### src/rtl/dsi_cq_pkg.sv
package dsi_cq_pkg;

    typedef enum logic [2:0] {
        ST_IDLE,
        ST_SEND,
        ST_TURN,
        ST_LISTEN,
        ST_HOLD
    } cq_state_t;

    // register word addresses
    localparam int REG_START = 0;
    localparam int REG_IEN   = 1;
    localparam int REG_STAT  = 2;
    localparam int REG_MODE  = 3;
    localparam int REG_QSIZE = 4;
    localparam int REG_RACK  = 5;
    localparam int REG_RX0   = 8;

    // status flag positions
    localparam int FLAG_RDY  = 0;
    localparam int FLAG_DONE = 1;
    localparam int NFLAG     = 2;
    localparam int BUSY_BIT  = 31;

    // queue word 0 config field
    localparam logic [1:0] CFG_LONG = 2'd2;
    localparam int CFG_TURN_BIT = 2;

endpackage

### src/rtl/dsi_cq_txsel.sv
module dsi_cq_txsel #(
    parameter int QDEPTH = 16,
    parameter int BA_W   = $clog2(QDEPTH * 4)
) (
    input  logic [QDEPTH-1:0][31:0] q_words,
    input  logic [BA_W-1:0]         byte_addr,
    output logic [7:0]              byte_o
);
    localparam int WI_W = BA_W - 2;

    logic [QDEPTH-1:0][7:0] lane_sel;
    logic [WI_W-1:0]        word_idx;

    // per-word byte lane pick, then word pick
    generate
        for (genvar gw = 0; gw < QDEPTH; gw++) begin : g_word
            assign lane_sel[gw] = q_words[gw][8*byte_addr[1:0] +: 8];
        end
    endgenerate

    assign word_idx = byte_addr[BA_W-1:2];
    assign byte_o   = lane_sel[word_idx];

endmodule

### src/rtl/dsi_cq_rxcap.sv
module dsi_cq_rxcap #(
    parameter int RX_BYTES = 16,
    parameter int KEEP     = 14
) (
    input  logic                         clk,
    input  logic                         rst_n,
    input  logic                         clr,
    input  logic                         rx_valid,
    input  logic [7:0]                   rx_byte,
    output logic [RX_BYTES/4-1:0][31:0]  rx_words
);
    localparam int IDX_W = $clog2(RX_BYTES) + 1;

    logic [RX_BYTES-1:0][7:0] buf_q;
    logic [IDX_W-1:0]         idx_q;

    always_ff @(posedge clk) begin
        if (!rst_n) begin
            buf_q <= '0;
            idx_q <= '0;
        end else if (clr) begin
            buf_q <= '0;
            idx_q <= '0;
        end else if (rx_valid && (idx_q < IDX_W'(KEEP))) begin
            buf_q[idx_q[IDX_W-2:0]] <= rx_byte;
            idx_q <= idx_q + IDX_W'(1);
        end
    end

    assign rx_words = buf_q;


    rx_clear_chk: assert property (@(posedge clk) disable iff (!rst_n)
        clr |=> (rx_words == '0));

endmodule

### src/rtl/dsi_cq_irq.sv
module dsi_cq_irq #(
    parameter int NF = 2
) (
    input  logic          clk,
    input  logic          rst_n,
    input  logic [NF-1:0] set,
    input  logic          wr_en,
    input  logic [NF-1:0] wr_keep,
    input  logic [NF-1:0] enable,
    output logic [NF-1:0] flags,
    output logic          irq_n
);
    always_ff @(posedge clk) begin
        if (!rst_n) begin
            flags <= '0;
        end else begin
            flags <= (wr_en ? (flags & wr_keep) : flags) | set;
        end
    end

    assign irq_n = ~|(flags & enable);


    flag_set_chk: assert property (@(posedge clk) disable iff (!rst_n)
        (|set) |=> ((flags & $past(set)) == $past(set)));

endmodule

### src/rtl/dsi_cq_engine.sv
module dsi_cq_engine
    import dsi_cq_pkg::*;
#(
    parameter int ADDR_W   = 6,
    parameter int QDEPTH   = 16,
    parameter int QBASE    = 32,
    parameter int RX_BYTES = 16,
    parameter int RX_KEEP  = 14
) (
    input  logic              clk,
    input  logic              rst_n,
    input  logic              reg_we,
    input  logic [ADDR_W-1:0] reg_addr,
    input  logic [31:0]       reg_wdata,
    output logic [31:0]       reg_rdata,
    output logic              tx_valid,
    output logic [7:0]        tx_byte,
    output logic              tx_last,
    input  logic              tx_ready,
    output logic              bta_o,
    input  logic              rx_valid,
    input  logic [7:0]        rx_byte,
    input  logic              rx_last,
    output logic              irq_n
);
    localparam int BA_W   = $clog2(QDEPTH * 4);
    localparam int QIDX_W = $clog2(QDEPTH);
    localparam int RXW    = RX_BYTES / 4;
    localparam int RXI_W  = $clog2(RXW);
    localparam int LEN_W  = 17;
    localparam int QSZ_W  = 6;

    cq_state_t state_q, state_d;

    logic [QDEPTH-1:0][31:0] q_words;
    logic [NFLAG-1:0]        int_en_q;
    logic [1:0]              mode_q;
    logic [QSZ_W-1:0]        qsize_q;
    logic [LEN_W-1:0]        cnt_q, last_idx_q;
    logic                    rd_cmd_q;
    logic [NFLAG-1:0]        flags, flag_set;
    logic [RXW-1:0][31:0]    rx_words;

    logic              q_hit, rx_hit;
    logic [QIDX_W-1:0] qidx;
    logic [RXI_W-1:0]  rxidx;
    logic              start_wr, start_ok, ack_hit, stat_wr;
    logic              send_done, rx_end, busy;
    logic [31:0]       word0;
    logic              w0_long, w0_read;
    logic [LEN_W-1:0]  w0_last;

    // ---------------- address decode ----------------
    assign q_hit  = (int'(reg_addr) >= QBASE) && (int'(reg_addr) < QBASE + QDEPTH);
    assign qidx   = QIDX_W'(reg_addr - ADDR_W'(QBASE));
    assign rx_hit = (int'(reg_addr) >= REG_RX0) && (int'(reg_addr) < REG_RX0 + RXW);
    assign rxidx  = RXI_W'(reg_addr - ADDR_W'(REG_RX0));

    assign start_wr = reg_we && (reg_addr == ADDR_W'(REG_START)) && reg_wdata[0];
    assign ack_hit  = reg_we && (reg_addr == ADDR_W'(REG_RACK)) && reg_wdata[0];
    assign stat_wr  = reg_we && (reg_addr == ADDR_W'(REG_STAT));

    // ---------------- queue word 0 decode ----------------
    assign word0   = q_words[0];
    assign w0_long = (word0[1:0] == CFG_LONG);
    assign w0_read = word0[CFG_TURN_BIT];
    assign w0_last = w0_long ? ({1'b0, word0[31:16]} + LEN_W'(2)) : LEN_W'(2);

    assign start_ok = start_wr && (state_q == ST_IDLE) && (mode_q == 2'd0)
                      && (qsize_q != '0);
    assign send_done = (state_q == ST_SEND) && tx_ready && (cnt_q == last_idx_q);
    assign rx_end    = (state_q == ST_LISTEN) && rx_valid && rx_last;

    // ---------------- software registers ----------------
    always_ff @(posedge clk) begin
        if (!rst_n) begin
            q_words  <= '0;
            int_en_q <= '0;
            mode_q   <= '0;
            qsize_q  <= '0;
        end else if (reg_we) begin
            for (int i = 0; i < QDEPTH; i++) begin
                if (q_hit && (qidx == QIDX_W'(i))) q_words[i] <= reg_wdata;
            end
            if (reg_addr == ADDR_W'(REG_IEN))   int_en_q <= reg_wdata[NFLAG-1:0];
            if (reg_addr == ADDR_W'(REG_MODE))  mode_q   <= reg_wdata[1:0];
            if (reg_addr == ADDR_W'(REG_QSIZE)) qsize_q  <= reg_wdata[QSZ_W-1:0];
        end
    end

    // ---------------- state register ----------------
    always_ff @(posedge clk) begin
        if (!rst_n) state_q <= ST_IDLE;
        else        state_q <= state_d;
    end

    // ---------------- next state ----------------
    always_comb begin
        state_d = state_q;
        unique case (state_q)
            ST_IDLE:   if (start_ok) state_d = ST_SEND;
            ST_SEND:   if (send_done) state_d = rd_cmd_q ? ST_TURN : ST_IDLE;
            ST_TURN:   state_d = ST_LISTEN;
            ST_LISTEN: if (rx_end) state_d = ST_HOLD;
            ST_HOLD:   if (ack_hit) state_d = ST_IDLE;
            default:   state_d = ST_IDLE;
        endcase
    end

    // ---------------- command datapath ----------------
    always_ff @(posedge clk) begin
        if (!rst_n) begin
            cnt_q      <= '0;
            last_idx_q <= '0;
            rd_cmd_q   <= 1'b0;
        end else if (start_ok) begin
            cnt_q      <= '0;
            last_idx_q <= w0_last;
            rd_cmd_q   <= w0_read;
        end else if ((state_q == ST_SEND) && tx_ready && !send_done) begin
            cnt_q <= cnt_q + LEN_W'(1);
        end
    end

    // ---------------- outputs ----------------
    always_comb begin
        tx_valid = 1'b0;
        tx_last  = 1'b0;
        bta_o    = 1'b0;
        busy     = 1'b1;
        unique case (state_q)
            ST_IDLE:   busy = 1'b0;
            ST_SEND: begin
                tx_valid = 1'b1;
                tx_last  = (cnt_q == last_idx_q);
            end
            ST_TURN:   bta_o = 1'b1;
            ST_LISTEN: ;
            ST_HOLD:   ;
            default:   busy = 1'b0;
        endcase
    end

    // byte n of the stream is queue byte n+1
    dsi_cq_txsel #(.QDEPTH(QDEPTH), .BA_W(BA_W)) u_txsel (
        .q_words   (q_words),
        .byte_addr (BA_W'(cnt_q + LEN_W'(1))),
        .byte_o    (tx_byte)
    );

    dsi_cq_rxcap #(.RX_BYTES(RX_BYTES), .KEEP(RX_KEEP)) u_rxcap (
        .clk      (clk),
        .rst_n    (rst_n),
        .clr      (start_ok && w0_read),
        .rx_valid (rx_valid && (state_q == ST_LISTEN)),
        .rx_byte  (rx_byte),
        .rx_words (rx_words)
    );

    always_comb begin
        flag_set            = '0;
        flag_set[FLAG_DONE] = (send_done && !rd_cmd_q) || rx_end;
        flag_set[FLAG_RDY]  = rx_end;
    end

    dsi_cq_irq #(.NF(NFLAG)) u_irq (
        .clk     (clk),
        .rst_n   (rst_n),
        .set     (flag_set),
        .wr_en   (stat_wr),
        .wr_keep (reg_wdata[NFLAG-1:0]),
        .enable  (int_en_q),
        .flags   (flags),
        .irq_n   (irq_n)
    );

    // ---------------- register read ----------------
    always_comb begin
        reg_rdata = '0;
        if (q_hit) begin
            reg_rdata = q_words[qidx];
        end else if (rx_hit) begin
            reg_rdata = rx_words[rxidx];
        end else if (reg_addr == ADDR_W'(REG_STAT)) begin
            reg_rdata[NFLAG-1:0] = flags;
            reg_rdata[BUSY_BIT]  = busy;
        end else if (reg_addr == ADDR_W'(REG_IEN)) begin
            reg_rdata[NFLAG-1:0] = int_en_q;
        end else if (reg_addr == ADDR_W'(REG_MODE)) begin
            reg_rdata[1:0] = mode_q;
        end else if (reg_addr == ADDR_W'(REG_QSIZE)) begin
            reg_rdata[QSZ_W-1:0] = qsize_q;
        end
    end

    // ---------------- assertions ----------------

    tx_hold_chk: assert property (@(posedge clk) disable iff (!rst_n)
        (tx_valid && !tx_ready) |=> (tx_valid && $stable(tx_byte)));


    bta_single_chk: assert property (@(posedge clk) disable iff (!rst_n)
        bta_o |=> !bta_o);


    bta_excl_chk: assert property (@(posedge clk) disable iff (!rst_n)
        bta_o |-> !tx_valid);


    done_after_busy_chk: assert property (@(posedge clk) disable iff (!rst_n)
        $rose(flags[FLAG_DONE]) |-> $past(busy));


    rdy_busy_chk: assert property (@(posedge clk) disable iff (!rst_n)
        $rose(flags[FLAG_RDY]) |-> busy);

endmodule

### config.mk
export PLATFORM = sky130hd
export DESIGN_NAME = dsi_cq_engine
export DESIGN_NICKNAME = d
export VERILOG_FILES = /design/src/rtl/dsi_cq_pkg.sv /design/src/rtl/dsi_cq_txsel.sv /design/src/rtl/dsi_cq_rxcap.sv /design/src/rtl/dsi_cq_irq.sv /design/src/rtl/dsi_cq_engine.sv
export SDC_FILE = /design/constraint.sdc
export NUM_CORES = 2
export LEC_CHECK = 0
export CORE_ASPECT_RATIO = 1.5
export CORE_MARGIN = 1
export CORE_UTILIZATION = 35
export DETAILED_ROUTE_END_ITERATION = 6
export DONT_BUFFER_PORTS = 1
export PLACE_DENSITY = 0.53
export SYNTH_ARGS = -nofsm -noshare
export SYNTH_HDL_FRONTEND = slang
export SYNTH_SLANG_ARGS = --single-unit
### constraint.sdc
create_clock -name clk -period 3 [get_ports clk]
set_clock_uncertainty 0.1 [all_clocks]
set_input_delay 0.3 -clock clk [delete_from_list [all_inputs] [get_ports clk]]
set_output_delay 0.3 -clock clk [all_outputs]
set_load 0.005 [all_outputs]
---- Yosys cells after proc, flatten, opt, wreduce, memory -nomap -nowiden ----
Cells that the tools add are included.
cells by class
  add/sub/neg operators ................... 5
  magnitude comparators ................... 10
  equal/unequal tests ..................... 30
  shift operators ......................... 16
  muxes and demuxes ....................... 33
  bitwise operators ....................... 4
  reductions and logical operators ........ 68
operator list
  cell                   number
  $shiftx 32x6->8        16
  $bmux 32 s4            1
  $bwmux 128             1
  $mux 32                3
  $bmux 32 s2            1
  $reduce_and 2->1       19
  $logic_and 1x1->1      35
  $bmux 8 s4             1
  $demux 8 s4            1
  $eq 4x4->1 const B     8
  $mux 25                1
  $add 16x2->17 const B  1
  $add 17x1->17 const B  1
  $eq 17x17->1           1
  $mux 17                1
  $eq 4x3->1 const B     4
  $mux 8                 2
  $lt 4x5->1 const B     3
  $pmux 3 s5             1
  $eq 6x2->1 const B     2
  $eq 6x3->1 const B     2
  $mux 3                 4
  $mux 4                 3
  $mux 6                 2
  33 further kinds       52
storage, ports and cells
  register bits ........................... 695
  output and inout port bits .............. 44
  word-level logic and storage cells ...... 207

---- Depth between registers and ports, before layout ----
  depth after elaboration ................. 8
  depth in mapped cells ................... 10
  depth with buffers taken out ............ 7

---- By module ----
A second synthesis with hierarchy kept.
second synthesis, totals
  cell total of the unflattened synthesis .. 3,747
  area, all modules ....................... 34,727.1 um^2
by module, submodules not included
  module         instances  cells each  area each (um^2)  sequential area each (um^2)
  dsi_cq_engine  1          2,941       25,439.4          11,210.8
  dsi_cq_rxcap   1          473         5,008.6           2,662.6
  dsi_cq_txsel   1          324         4,196.5           0.0
  dsi_cq_irq     1          9           82.6              40.0

---- Worst setup path before layout ----
OpenSTA, ideal clock, no wires.
  path kind ............................... register -> output
  from .................................... register cnt_q[1]
  to ...................................... output port tx_byte[7]
  data arrival time ....................... 2.316 ns
  path slack .............................. 0.284 ns
  stages on the path, launching flop included .. 10
  path buffers ............................ 4
  cells stage by stage .................... dfxtp_1 -> ha_1 -> clkbuf_1 -> buf_2 -> buf_2 -> buf_2 -> mux4_2 -> nor2b_1 -> nor4_1 -> o2111ai_1
between the ends
  longest elaborated chain between the ends .. 4
  elaborated cells between the ends (all ways) .. 19
  classes of those cells .................. 1 x add/sub; 16 x shift; 2 x mux
RTL lines
  what                              line                  RTL
  from (decl)                       dsi_cq_engine.sv:39   logic [LEN_W-1:0] cnt_q, last_idx_q;
  from (signal assigned)            dsi_cq_engine.sv:121  cnt_q <= cnt_q + LEN_W'(1);
  $add 17x1->17 (*)                 dsi_cq_engine.sv:147  .byte_addr (BA_W'(cnt_q + LEN_W'(1))),
  named net u_txsel.byte_addr[1]    dsi_cq_txsel.sv:6     input logic [BA_W-1:0] byte_addr,
  $shiftx 32x6->8                   dsi_cq_txsel.sv:17    assign lane_sel[gw] = q_words[gw][8*byte_addr[1:0] +: 8];
  $bmux 8 s4 (*)                    dsi_cq_txsel.sv:22    assign byte_o = lane_sel[word_idx];
  $mux 8 (implied by the code) (*)  dsi_cq_txsel.sv:22
  to (decl)                         dsi_cq_engine.sv:17   output logic [7:0] tx_byte,
The timed path passes the listed nets; every way through them passes the cells marked *. The select of a mux whose other input is x is not followed.

---- Worst setup path in the final report ----
  from .................................... register cnt_q[0]
  to ...................................... output port tx_byte[2]
The elaborated chain is that of the path after synthesis.

==> metrics.txt <==
outcome=complete, but fails checks; failing checks=negative setup slack; compound-cell area share of the yosys netlist=13.8%; Post-Syn Area per Cell=8.81 um^2; non-filler instance count after layout=5,166; Layout fillers=9,650; number of global-route vias before repair=between 20,000 and 30,000; overall die height=around 390 um; share of async-settable or async-resettable flops after synthesis=0%; area taken by multi-input logic gates=about 19,000 um^2; worst-case headroom to the max-slew limit=approximately 21%; number of distinct library cell variants in the gate-level netlist after synthesis=60; Worst Setup Slack, final=-0.610 ns; slew at the pin closest to its max-slew limit=1.19 ns; Arr. time, crit path=3.21 ns; area added between synthesis and finish=14.9%; category of the worst setup path capture point=output port; cell count after placement=4,970; Tot GR Track Use=between 20% and 30%; sort of element at the start of the critical path=flop; clock root buffer=clkbuf_16; share of the clock period used by the worst path after layout=120%; CTS tree=built; global placement routability congestion=0.885; post-route design area=39,600 um^2; Port Buffer Count=0; Clock Tree Buf Depth=3; commonest cells after routing, fill and taps aside=nand2_1 (1,194), dfxtp_1 (691), a21oi_1 (629); largest net degree at the start of global routing=174; Yosys warning count=0; Hold Vio Cnt, Final=0; sum of negative setup slack=-4.10 ns; VDD IR-drop max=0.000362 V; Static Leak=12.3 nW; setup repair after global routing missed its margin=yes; reg2reg setup slack=0.36 ns; Setup Slack @ Placement=-0.110 ns; capture instance of the worst register-to-register path=u_rxcap.rx_words[7]$_SDFFE_PP0P_; Synth Net Count=a little under 4,000; origin of the worst min-delay path=rst_n; number of routed nets with antenna violations=0; fmax=0.277 GHz; average wire per standard cell=roughly 26 um; start point of the critical path=cnt_q[0]$_SDFFE_PP0P_; clock slew seen by the registers of the worst setup and hold paths=0.07 ns; Seq. cell area=between 10,000 and 15,000 um^2; nets@finish=3,890; time the final worst path needs with I/O delays and setup=~3.6 ns; most common library cell in the layout ignoring fill and taps=nand2_1; ratio of total power to cell area=478 nW/um^2; worst-skew pair later-pin latency=0.67 ns; data required time of the worst path=2.60 ns; Std-Cell Rows=140; cell depth of the worst hold path=2; clock sink total=695; highest net fanout along the worst path=6; Remaining DRCs=0; TritonRoute pass-1 iters=5; number of enable flip-flop cells after synthesis=0; Max-cap violations=0; x dimension of the die=258 um; critical path type=reg2out; via count of the routed design=29,600; Min-Delay Endpoint=cnt_q[10]$_SDFFE_PP0P_; first-pass GRT wire length=between 150 and 200 mm; register area share after synthesis=40.3%; total I/O pin count=96; Final setup viols=8; multiplexer share of the synthesized area=between 20% and 30%; number of synthesized register bits=695; R2R Path Start=state_q[2]$_SDFFE_PN0P_; Vias/cell=5.72; synthesized-area fraction occupied by xor and xnor cells=less than 1%; overall power=0.0190 W; cell area after synthesis=roughly 34,000 um^2; Tightest Hold Check Type=in2reg; overall die area=99,800 um^2; cell count after synthesis=3,912; most common flop cell mapped by yosys=dfxtp_1; number of cell instances on the worst register-to-register path=7; DRC violation total after the first TritonRoute iteration=between 2,000 and 3,000; dominant combinational cell family by area after synthesis=multiplexers; wire length reported by the detailed router=133 mm; post-detailed-placement half-perimeter wirelength=86.1 mm; cts bufs inserted=69; starting density of the core=35.4%; antenna violations before repair=17; simple-gate share of the synthesized area=~17%; share of layout cells above drive strength 1=between 15 and 20%; H-tree levels=3; synthesized-area fraction occupied by adder cells=less than 1%; core area=between 90,000 and 100,000 um^2; area after detailed placement=36,300 um^2; number of max-slew violations in the final report=0; global-route congestion overflow total=0
## cells in the mapped netlist (2+ instances only)
cell type	count	share of area (%)
a22oi_1	8	0.17
nor4_1	12	0.22
or2_2	5	0.091
o31a_1	2	0.051
o2111ai_1	6	0.15
nand4_1	11	0.20
nor2b_1	33	0.60
clkbuf_1	284	3.1
buf_6	2	0.065
mux4_2	320	21
nor3_4	4	0.19
and3_1	5	0.091
dfxtp_1	695	40
o22ai_1	48	0.87
inv_1	104	1.1
nand2_1	1194	13
o31ai_1	4	0.087
nor3_1	12	0.17
nor3b_1	4	0.087
and2_1	3	0.054
nand3_1	24	0.35
ha_1	6	0.22
or3b_2	2	0.051
a41o_1	2	0.058
a31oi_1	3	0.054
mux2i_1	34	0.99
a22o_1	27	0.69
mux2_2	2	0.065
a21oi_1	630	9.1
buf_4	14	0.30
nand2b_1	13	0.24
nor2_1	78	0.85
or3_1	8	0.15
buf_2	57	0.83
nand2_2	5	0.091
clkbuf_2	2	0.029
o21ai_0	144	2.1
and4_1	4	0.10
xnor2_1	9	0.23
or4_1	10	0.22
o21ai_1	3	0.044
a221o_1	2	0.058
buf_1	26	0.28
xor2_1	29	0.74
o211ai_1	7	0.15
## state kept, by name, summed over array words and instances, names as in the netlist, 3 cells and up
| register | flops |
|---|---|
| qsize_q | 6 |
| u_rxcap.rx_words | 128 |
| word0 | 32 |
| state_q | 3 |
| u_rxcap.idx_q | 5 |
| cnt_q | 17 |
| q_words | 480 |
| last_idx_q | 17 |
## final cells by class
type,instances,share of cell area [%]
multi-input combinational,2727,47.8
sequential,695,35.1
timing repair buffer,234,6.28
clock buffer,92,4.96
tap,1278,4.03
inverter,105,1.01
clock inverter,25,0.694
antenna,10,0.0631
## where the power goes
part	switching, W	internal [W]	leakage, nW	total [W]
Combinational	0.000488	0.000244	5.59	0.000732
Clock	0.00398	0.00497	1.11	0.00895
Sequential	0.0000262	0.00925	5.60	0.00928
## metrics by stage
step	util, %	hold WS, ns
floorplan	-	0.335
CTS	40.5	0.0283
global placement	37.3	0.339
global route	40.7	0.0613
finish	40.7	0.0322
detailed placement	37.3	0.344
## routing by layer
layer	vias to the layer above	GRT usage, %	wire, um
met5	-	0	31
met1	14700	30.1	49300
met2	1138	45.8	67600
li1	13400	-	-
met4	4	14.7	7290
met3	311	4.71	8830
## cell families after synthesis
| group | after synthesis |
|---|---|
| AO/OA/AOI/OAI | 893 |
| XOR/XNOR | 38 |
| adder cells (fa/ha/maj) | 6 |
| buffers and inverters | 490 |
| flip-flops | 695 |
| multiplexers | 356 |
| AND/OR/NAND/NOR | 1434 |
## timing repair
item / 4_1_cts / 5_1_grt
hold buffers: 50 / 0
buffers inserted: 14 / 4
gates cloned: 1 / 2
setup endpoints to repair: 10 / 174
pin swaps: 11 / 11
hold endpoints to repair: 674 / 0
resized for setup: 64 / 31
## critical path, stage by stage, from the launching register on
cell	delay, ns
dfxtp_4	0.35
ha_4	0.28
buf_12	0.14
buf_6	0.10
mux4_2	0.48
nor2b_1	0.16
nor4_2	0.40
buf_4	0.19
o2111ai_4	0.12
buf_6	0.18
buf_4	0.13
## worst max path at each step
stage | end | depth (start not counted)
floorplan | tx_byte[7] | 9
global placement | tx_byte[6] | 8
detailed placement | tx_byte[2] | 9
CTS | tx_byte[1] | 12
global route | tx_byte[1] | 12
finish | tx_byte[2] | 10
Note: power is estimated with default switching activity, not from simulation.
